`config.mk`:
```
export PLATFORM = sky130hd
export DESIGN_NAME = irq_arbiter
export DESIGN_NICKNAME = d
export VERILOG_FILES = /design/src/rtl/irq_arb_pkg.sv /design/src/rtl/irq_arb_qual.sv /design/src/rtl/irq_arb_pick.sv /design/src/rtl/irq_arb_stack.sv /design/src/rtl/irq_arbiter.sv
export SDC_FILE = /design/constraint.sdc
export NUM_CORES = 1
export LEC_CHECK = 0
export ABC_AREA = 1
export BUFFER_PORTS_ARGS = -buffer_cell sky130_fd_sc_hd__buf_4
export CORE_UTILIZATION = 50
export CTS_BUF_LIST = sky130_fd_sc_hd__clkbuf_16
export CTS_CLUSTER_SIZE = 16
export DETAILED_ROUTE_END_ITERATION = 6
export PLACE_DENSITY = 0.72
export SETUP_SLACK_MARGIN = 0.1
export SLEW_MARGIN = 40
export SYNTH_ARGS = -nofsm -noshare
export SYNTH_HDL_FRONTEND = slang
export SYNTH_HIERARCHICAL = 1
export SYNTH_SLANG_ARGS = --single-unit
```
`constraint.sdc`:
```
create_clock -name clk -period 2.4 [get_ports clk]
set_input_delay 0.36 -clock clk [delete_from_list [all_inputs] [get_ports clk]]
set_output_delay 0.36 -clock clk [all_outputs]
set_load 0.01 [all_outputs]
```
`src/rtl/irq_arb_pkg.sv`:
```
package irq_arb_pkg;

  localparam int GRP_W = 3;
  localparam int SUB_W = 2;

  typedef struct packed {
    logic [GRP_W-1:0] grp;
    logic [SUB_W-1:0] sub;
  } lvl_t;

  localparam lvl_t LVL_IDLE = '{grp: '0, sub: '0};

  // strict ordering: group first, then tie-break level
  function automatic logic outranks(lvl_t a, lvl_t b);
    if (a.grp != b.grp) return a.grp > b.grp;
    return a.sub > b.sub;
  endfunction

  function automatic lvl_t make_lvl(logic [GRP_W-1:0] g, logic [SUB_W-1:0] s);
    lvl_t r;
    r.grp = g;
    r.sub = s;
    return r;
  endfunction

endpackage

```
`src/rtl/irq_arb_qual.sv`:
```
module irq_arb_qual
  import irq_arb_pkg::*;
#(
  parameter int NSRC = 8
) (
  input  logic [NSRC-1:0]       flag,
  input  logic [NSRC-1:0]       en,
  input  logic [NSRC*GRP_W-1:0] grp_bus,
  input  logic [NSRC*SUB_W-1:0] sub_bus,
  output logic [NSRC-1:0]       elig,
  output lvl_t                  lvls [NSRC]
);

  for (genvar i = 0; i < NSRC; i++) begin : g_src
    logic [GRP_W-1:0] g;
    logic [SUB_W-1:0] s;
    assign g       = grp_bus[i*GRP_W +: GRP_W];
    assign s       = sub_bus[i*SUB_W +: SUB_W];
    assign lvls[i] = make_lvl(g, s);
    // group level 0 is a mask
    assign elig[i] = flag[i] & en[i] & (g != '0);
  end

endmodule

```
`src/rtl/irq_arb_pick.sv`:
```
module irq_arb_pick
  import irq_arb_pkg::*;
#(
  parameter int NSRC = 8,
  localparam int IW = (NSRC > 1) ? $clog2(NSRC) : 1
) (
  input  logic [NSRC-1:0] elig,
  input  lvl_t            lvls [NSRC],
  output logic            win_valid,
  output logic [IW-1:0]   win_idx,
  output lvl_t            win_lvl
);

  logic          stg_v [NSRC+1];
  logic [IW-1:0] stg_i [NSRC+1];
  lvl_t          stg_l [NSRC+1];

  assign stg_v[0] = 1'b0;
  assign stg_i[0] = '0;
  assign stg_l[0] = LVL_IDLE;

  // scan upward; a later index replaces only when strictly stronger,
  // so ties resolve to the lowest index
  for (genvar k = 0; k < NSRC; k++) begin : g_stage
    logic take;
    assign take         = elig[k] & (!stg_v[k] || outranks(lvls[k], stg_l[k]));
    assign stg_v[k+1]   = stg_v[k] | elig[k];
    assign stg_i[k+1]   = take ? IW'(k) : stg_i[k];
    assign stg_l[k+1]   = take ? lvls[k] : stg_l[k];
  end

  assign win_valid = stg_v[NSRC];
  assign win_idx   = stg_i[NSRC];
  assign win_lvl   = stg_l[NSRC];

endmodule

```
`src/rtl/irq_arb_stack.sv`:
```
module irq_arb_stack
  import irq_arb_pkg::*;
#(
  parameter int DEPTH = 4,
  localparam int DW = $clog2(DEPTH + 1)
) (
  input  logic          clk,
  input  logic          rst_n,
  input  logic          push,
  input  logic          pop,
  input  lvl_t          push_lvl,
  output lvl_t          top_lvl,
  output logic [DW-1:0] depth,
  output logic          full
);

  lvl_t          slot [DEPTH];
  logic [DW-1:0] cnt;
  logic          do_push, do_pop;

  assign full    = (cnt == DW'(DEPTH));
  assign do_pop  = pop && (cnt != '0);
  assign do_push = push && !full && !pop;

  always_ff @(posedge clk or negedge rst_n) begin
    if (!rst_n) begin
      cnt <= '0;
      for (int i = 0; i < DEPTH; i++) slot[i] <= LVL_IDLE;
    end else begin
      if (do_pop) cnt <= cnt - 1'b1;
      else if (do_push) begin
        cnt <= cnt + 1'b1;
        for (int i = 0; i < DEPTH; i++)
          if (DW'(i) == cnt) slot[i] <= push_lvl;
      end
    end
  end

  always_comb begin
    top_lvl = LVL_IDLE;
    for (int i = 0; i < DEPTH; i++)
      if (DW'(i + 1) == cnt) top_lvl = slot[i];
  end

  assign depth = cnt;


  no_overflow_chk: assert property (@(posedge clk) disable iff (!rst_n)
    cnt <= DW'(DEPTH));


  pop_empty_chk: assert property (@(posedge clk) disable iff (!rst_n)
    (pop && cnt == '0) |=> cnt == '0);

endmodule

```
`src/rtl/irq_arbiter.sv`:
```
module irq_arbiter
  import irq_arb_pkg::*;
#(
  parameter int NSRC  = 8,
  parameter int DEPTH = 4,
  localparam int IW = (NSRC > 1) ? $clog2(NSRC) : 1,
  localparam int DW = $clog2(DEPTH + 1)
) (
  input  logic                  clk,
  input  logic                  rst_n,
  input  logic [NSRC-1:0]       src_flag,
  input  logic [NSRC-1:0]       src_en,
  input  logic [NSRC*GRP_W-1:0] src_grp,
  input  logic [NSRC*SUB_W-1:0] src_sub,
  input  logic                  ack,
  input  logic                  ret,
  output logic                  irq_req,
  output logic [IW-1:0]         irq_vec,
  output logic [GRP_W-1:0]      irq_grp,
  output logic [SUB_W-1:0]      irq_sub,
  output logic [GRP_W-1:0]      svc_grp,
  output logic [SUB_W-1:0]      svc_sub,
  output logic [DW-1:0]         svc_depth
);

  logic [NSRC-1:0] elig;
  lvl_t            lvls [NSRC];
  logic            win_valid;
  logic [IW-1:0]   win_idx;
  lvl_t            win_lvl;
  lvl_t            cur_lvl;
  logic            stk_full;
  logic [DW-1:0]   depth_w;

  // named internal events
  logic preempt_w;
  logic ack_take;
  logic ret_take;

  lvl_t          req_lvl_q;
  logic          req_q;
  logic [IW-1:0] vec_q;

  irq_arb_qual #(.NSRC(NSRC)) u_qual (
    .flag    (src_flag),
    .en      (src_en),
    .grp_bus (src_grp),
    .sub_bus (src_sub),
    .elig    (elig),
    .lvls    (lvls)
  );

  irq_arb_pick #(.NSRC(NSRC)) u_pick (
    .elig      (elig),
    .lvls      (lvls),
    .win_valid (win_valid),
    .win_idx   (win_idx),
    .win_lvl   (win_lvl)
  );

  assign ret_take = ret && (depth_w != '0);
  assign ack_take = ack && req_q && !ret;

  irq_arb_stack #(.DEPTH(DEPTH)) u_stack (
    .clk      (clk),
    .rst_n    (rst_n),
    .push     (ack_take),
    .pop      (ret_take),
    .push_lvl (req_lvl_q),
    .top_lvl  (cur_lvl),
    .depth    (depth_w),
    .full     (stk_full)
  );

  // idle level is {0,0}; any eligible source has group >= 1 and outranks it
  assign preempt_w = win_valid && !stk_full && outranks(win_lvl, cur_lvl);

  always_ff @(posedge clk or negedge rst_n) begin
    if (!rst_n) begin
      req_q     <= 1'b0;
      vec_q     <= '0;
      req_lvl_q <= LVL_IDLE;
    end else begin
      req_q     <= preempt_w && !ack_take;
      vec_q     <= win_idx;
      req_lvl_q <= win_lvl;
    end
  end

  assign irq_req   = req_q;
  assign irq_vec   = vec_q;
  assign irq_grp   = req_lvl_q.grp;
  assign irq_sub   = req_lvl_q.sub;
  assign svc_grp   = cur_lvl.grp;
  assign svc_sub   = cur_lvl.sub;
  assign svc_depth = depth_w;


  masked_grp_chk: assert property (@(posedge clk) disable iff (!rst_n)
    irq_req |-> irq_grp != '0);


  preempt_rank_chk: assert property (@(posedge clk) disable iff (!rst_n)
    irq_req |-> outranks(make_lvl(irq_grp, irq_sub), $past(cur_lvl)));


  ack_enter_chk: assert property (@(posedge clk) disable iff (!rst_n)
    ack_take |=> (svc_depth == DW'($past(svc_depth) + 1'b1)) && !irq_req);


  ret_leave_chk: assert property (@(posedge clk) disable iff (!rst_n)
    ret_take |=> svc_depth == DW'($past(svc_depth) - 1'b1));


  full_quiet_chk: assert property (@(posedge clk) disable iff (!rst_n)
    stk_full |-> !irq_req);


  svc_nonzero_chk: assert property (@(posedge clk) disable iff (!rst_n)
    (svc_depth != '0) |-> (svc_grp != '0));

endmodule

```
==> results_dict.tcl, run 1 <==
set metrics [dict create \
    netlist_area_um2 3820 \
    outcome "complete, but fails checks" \
    place.gp.congestion 0.913 \
    yosys.area.top_type_share 0.209 \
    rsz0062_at_grt "yes" \
    crit_path_frequent_cell "nand2_2" \
    syn-instance-count 587 \
    start_util 0.521 \
    slew_headroom 0.697 \
    ys_top_cells_by_count "nand2_1 (166), inv_1 (94), buf_4 (43), nand3_1 (43), nor2_1 (43)" \
    finalHoldViolCount 0 \
    p_per_area_nw_per_um2 776 \
    max_cap_violations 0 \
    cts.reportedPaths.clkPinSlew_ns 0.06 \
    regToRegStartpoint "u_stack/depth[1]" \
    yosys_warnings 6 \
    finish.instance_area_um2 6410 \
    dpl_cell_area_um2 5090 \
    tightest_slew_ns 0.450 \
    rows 31 \
    min_period_over_period 4.02 \
    min_path_type "input port to async pin" \
    slowest_delay_ns 0.37 \
    fin_skew_ns 0.00661 \
    wirelength_um 15600 \
    criticalPathCategory "input port to flop" \
    startpoint_type "input port" \
    synth_cell_types 32 \
    synth-seq-cells 32 \
    ys_seq_area_frac 0.209 \
    ir_drop_v 0.000383 \
    cts_inserted_buffers 5 \
    synth_area_leaders "dfrtp_1 (21%), nand2_1 (16%), ha_1 (12%)" \
    ant_nets 0 \
    grt_max_degree 33 \
    endpoint "irq_req" \
    core_region_area_um2 7330 \
    critPathLaunch "src_grp[0]" \
    grt_pass1_wl_um 18200 \
    hold_buffers 0 \
    r2r_cells 13 \
    synth_most_common_cell "nand2_1" \
    drv_slew 0 \
    diodes 0 \
    ios 77 \
    async_flop_share 1.00 \
    clk_latency_ns 0.28 \
    tritoncts "done" \
    fp.dieH_um 89.4 \
    yosys.area.top_type "dfrtp_1" \
    cts_sinks 32 \
    die_area_um2 8000 \
    syn_nets 685 \
    io_buffers 76 \
    finalSetupViolCount 9 \
    synth_edf_count 0 \
    drt_iter0_drc 369 \
    grt_usage 0.293 \
    crit_path_top_delay_cell "ha_1" \
    vias 4891 \
    violations "negative setup slack" \
    clockBufferDepth 2 \
    worst-endpoint-required_ns 2.57 \
    static-leakage-power_nw 3.46 \
    gr-total-overflow 0 \
    fmax_mhz 104 \
    layout_min_cycle_time_ns 9.64 \
    dp_hpwl_um 7750 \
    setup_slack_ns -7.24 \
    htree_levels 2 \
    critPathArrivalTime_ns 9.81 \
    crit_fanout 7 \
    critPathCaptureType "flop" \
    cts-root-buf "clkbuf_16" \
    tns_ns -62.37 \
    synth_flop_cell "dfrtp_1" \
    viasPerCell 5.50 \
    syn_area_per_cell_um2 6.51 \
    num-nets-final 888 \
    grt_pass1_vias 4252 \
    drc 0 \
    dr.pass1.iters 7 \
    area_delta_synth_final_pct 67.7 \
    die_w_um 89.4 \
    r2r_setup_slack_ns 0.07 \
    reg2reg_to "irq_req" \
    antenna_found_initial 0 \
    drive_gt1_frac 0.527 \
    wl_per_cell_um 17.5 \
]
==> routing by layer <==
metal  vias to the layer above  part of all wire  wire (um)  GRT usage
met4                         0             0.072       1120      0.152
met5                         -                 0          0          0
li1                       2211                 -          -          -
met1                      2251              0.37       5710      0.328
met2                       309              0.50       7740      0.532
met3                       120             0.064        999     0.0471
==> worst min path at each step <==
| stage | endpoint | startpoint | slack, ns | cells past startpoint |
|---|---|---|---|---|
| 6_report | irq_vec[1] | rst_n | 0.02 | 1 |
| 3_3_place_gp | u_stack/slot[15] | rst_n | 0.31 | 1 |
| 5_1_grt | irq_vec[2] | rst_n | 0.06 | 1 |
| 4_1_cts | u_stack/slot[16] | rst_n | 0.03 | 1 |
| 2_1_floorplan | irq_grp[0] | rst_n | 0.06 | 0 |
| 3_5_place_dp | u_stack/slot[16] | rst_n | 0.32 | 1 |
==> per-stage QoR <==
step	instances	power (mW)	utilization	hold slack [ns]	worst slack, ns
final	889	4.97	0.874	0.0188	-7.24
after global routing	889	5.24	0.874	0.0559	-7.69
after CTS	869	4.16	0.808	0.0297	-6.46
after detailed placement	817	3.10	0.695	0.322	-7.29
after global placement	817	3.02	0.695	0.314	-6.94
after floorplan	587	2.30	-	0.0644	-6.72
==> repair_timing <==
item                                    4_1_cts  5_1_grt
buffers inserted                             47       19
pin swaps                                    72       59
endpoints found under the setup margin        9       14
resized for setup                            78       75
cloned                                        0        1
==> critical path: cells and delay by family <==
family | cells | cell delay [ns]
buf+inv | 11 | 0.89
simple gates | 49 | 4.48
fa+ha+maj | 8 | 2.15
compound gates | 11 | 1.88
==> power by group <==
part	switching, mW	internal (mW)	leakage [nW]
registers	0.168	0.752	0.413
clock network	0.233	0.371	0.0648
logic	1.81	1.64	2.98
total	2.21	2.76	3.46
==> kinds of logic after synthesis <==
family,synth area share
AOI/OAI and AO/OA,0.0822
xor gates and xnor gates,0.00229
adders and majority gates,0.124
buffers and inverters,0.190
DFF,0.209
and+or+nand+nor,0.391
==> sequential cells by signal, summed over array words and instances (netlist names) <==
register,cells
u_stack/depth,3
irq_sub,2
irq_vec,3
u_stack/slot,20
irq_req,1
irq_grp,3
==> final cells by class <==
cell class | count | area (um2)
clock buffers | 5 | 125
clock inverters | 2 | 7.51
fillers | 364 | 922
inverters | 95 | 365
multi-input cells | 411 | 3040
flip-flops and latches | 32 | 802
well taps | 99 | 124
repair buffers | 244 | 1940
repair inverters | 1 | 7.51
==> cell usage in the layout, fill, tap and decap left out, drive strengths merged <==
master / instances
nand2: 188
nor3: 1
o31a: 1
and2: 3
o21ai: 32
ha: 38
nand3: 55
o21a: 1
o211ai: 1
buf: 244
clkinv: 2
nand4: 8
a221o: 1
o21bai: 5
xnor2: 1
nor2: 52
clkinvlp: 2
a21oi: 15
dfrtp: 32
nand3b: 2
clkbuf: 5
inv: 94
or2: 7
No activity file was read; power rests on OpenSTA's default activity.
==> run 2: changes to the inputs <==
--- a/config.mk
+++ b/config.mk
@@ -7,14 +7,15 @@
 export LEC_CHECK = 0
 export ABC_AREA = 1
 export BUFFER_PORTS_ARGS = -buffer_cell sky130_fd_sc_hd__buf_4
-export CORE_UTILIZATION = 50
+export CELL_PAD_IN_SITES_DETAIL_PLACEMENT = 0
+export CELL_PAD_IN_SITES_GLOBAL_PLACEMENT = 1
+export CORE_UTILIZATION = 39
 export CTS_BUF_LIST = sky130_fd_sc_hd__clkbuf_16
 export CTS_CLUSTER_SIZE = 16
 export DETAILED_ROUTE_END_ITERATION = 6
-export PLACE_DENSITY = 0.72
+export PLACE_DENSITY = 0.8
 export SETUP_SLACK_MARGIN = 0.1
 export SLEW_MARGIN = 40
 export SYNTH_ARGS = -nofsm -noshare
 export SYNTH_HDL_FRONTEND = slang
-export SYNTH_HIERARCHICAL = 1
 export SYNTH_SLANG_ARGS = --single-unit
==> run 2 against run 1 <==
Compared with the run above: the run still ends with negative setup slack left; register-to-register slack got worse by 0.04 ns; critical path type unchanged; largest power group unchanged; sequential cell count unchanged; synthesized cell count decreased by 13%; wire length decreased by 31%.
==> results_dict.tcl, run 2 <==
set metrics [dict create \
    grt_max_degree 33 \
    cts_inserted_buffers 5 \
    synth_edf_count 0 \
    criticalPathCategory "input port to flop" \
    violations "negative setup slack" \
    die_w_um 95.7 \
    grt_pass1_vias 3867 \
    worst-endpoint-required_ns 2.58 \
    fin_cells 860 \
    fin_skew_ns 0.00607 \
    netlist_area_um2 3420 \
    crit_fanout 8 \
    fill_cells 641 \
    slew_headroom 0.675 \
    synth_most_common_cell "nand2_1" \
    static-leakage-power_nw 3.33 \
    tightest_slew_ns 0.481 \
    hold_buffers 0 \
    dp_cells 802 \
    drive_gt1_frac 0.535 \
    slowest_delay_ns 0.29 \
    dr.pass1.iters 5 \
    yosys.area.top_type "dfrtp_1" \
    largest_reg_flops 20 \
    place.gp.congestion 0.878 \
    utilization 0.737 \
    fp.dieH_um 95.7 \
    syn_nets 609 \
    ys_seq_area_frac 0.234 \
    cts_sinks 32 \
    grt_usage 0.230 \
    drv_slew 0 \
    top_register "u_stack.slot" \
    final_common_cell "buf_4" \
    synth_cell_types 35 \
    critPathCaptureType "flop" \
    max_cap_violations 0 \
    yosys.area.top_type_share 0.234 \
    crit_path_top_delay_cell "ha_1" \
    critPathArrivalTime_ns 9.20 \
    drc 0 \
    drt_iter0_drc 129 \
    tritoncts "done" \
    clk_latency_ns 0.28 \
    dpl_cell_area_um2 5020 \
    fmax_mhz 111 \
    start_util 0.411 \
    min_path_type "input port to async pin" \
    vias 4081 \
    die_area_um2 9160 \
    final_cell_mix "buf_4 (224), nand2_1 (111), inv_1 (86)" \
    htree_levels 2 \
    synth-seq-cells 32 \
    rsz0062_at_grt "yes" \
    gr-total-overflow 0 \
    finalHoldViolCount 0 \
    io_buffers 76 \
    tns_ns -53.68 \
    synth_flop_cell "dfrtp_1" \
    core_region_area_um2 8340 \
    rows 33 \
    finish.instance_area_um2 6150 \
    power_mw 4.43 \
    num-nets-final 850 \
    yosys_warnings 0 \
    area_delta_synth_final_pct 79.5 \
    ios 77 \
    holdWs_ns 0.0131 \
    min_period_over_period 3.76 \
    layout_min_cycle_time_ns 9.02 \
    outcome "complete, but fails checks" \
    setup_slack_ns -6.62 \
    wirelength_um 10700 \
    crit_path_frequent_cell "nor2_2" \
    startpoint_type "input port" \
    preCtsSetupSlack_ns -7.31 \
    synth_area_leaders "dfrtp_1 (23%), nand2_1 (15%), ha_1 (13%)" \
    syn_area_per_cell_um2 6.68 \
    dp_hpwl_um 7860 \
    ir_drop_v 0.000385 \
    clockBufferDepth 2 \
    antenna_found_initial 0 \
    wl_per_cell_um 12.4 \
    diodes 0 \
    viasPerCell 4.75 \
    grt_pass1_wl_um 16700 \
    cts-root-buf "clkbuf_16" \
    ys_top_cells_by_count "nand2_1 (134), inv_1 (93), o21ai_0 (47), nand3_1 (46), ha_1 (36)" \
    p_per_area_nw_per_um2 720 \
    ant_nets 0 \
    syn-instance-count 513 \
    finalSetupViolCount 9 \
    async_flop_share 1.00 \
    cts.reportedPaths.clkPinSlew_ns 0.05 \
]
-- run 2: cell types whose count changed after synthesis, sizes merged, moves of 4 or more --
| cell | delta |
|---|---|
| nand2 | -27 |
| a21oi | -4 |
| o21ai | +16 |
| buf | -43 |
| nor2 | -23 |
| or2 | -4 |
| o311ai | +5 |
-- run 2: area by class of cell --
cell class                      count  area (um2)  area share
Multi-Input combinational cell    378        2830       0.460
Timing Repair Buffer              241        1880       0.306
Sequential cell                    32         803       0.131
Inverter                           96         363      0.0590
Tap cell                          105         131      0.0214
Clock buffer                        5         125      0.0204
Clock inverter                      3        15.0     0.00244
-- run 2: cells by family after synthesis --
group                    after synthesis  synth area share
adder cells (fa/ha/maj)               36             0.132
AND/OR/NAND/NOR                      262             0.365
flip-flops                            32             0.234
XOR/XNOR                               1           0.00256
AO/OA/AOI/OAI                         79             0.145
buffers and inverters                103             0.122
-- run 2: where the power goes --
part | internal (mW) | switching (mW)
Sequential | 0.748 | 0.156
Combinational | 1.48 | 1.44
Clock | 0.376 | 0.224
-- run 2: critical path: cells and delay by family --
family          cells  cell delay, ns
simple gates       53            4.67
fa+ha+maj           8            2.11
compound gates     11            1.28
buf+inv            10            0.76
-- run 2: path summary, 6_finish.rpt --
check,startpoint,endpoint,slack [ns],cells past startpoint
max in group asynchronous,rst_n,u_stack.depth[1],2.06,1
worst min register to register,u_stack.slot[3],u_stack.slot[3],0.49,2
worst min-delay path,rst_n,u_stack.depth[0],0.01,1
worst max-delay path,src_grp[1],irq_req,-6.62,82
min in group clk,src_sub[14],irq_sub[0],0.29,3
worst max register to register,u_stack.depth[1],irq_req,0.03,15
-- run 2: metal layers --
layer,vias up,wire length (um),track usage
li1,2147,-,-
met1,1843,4720,0.287
met2,77,5490,0.421
met3,14,322,0.0300
met4,0,156,0.0460
met5,-,0,0
-- run 2: what timing repair did --
item,in CTS,in global routing
buffers inserted,32,20
pin swaps,67,91
setup endpoints to repair,12,14
gates resized for setup,47,101
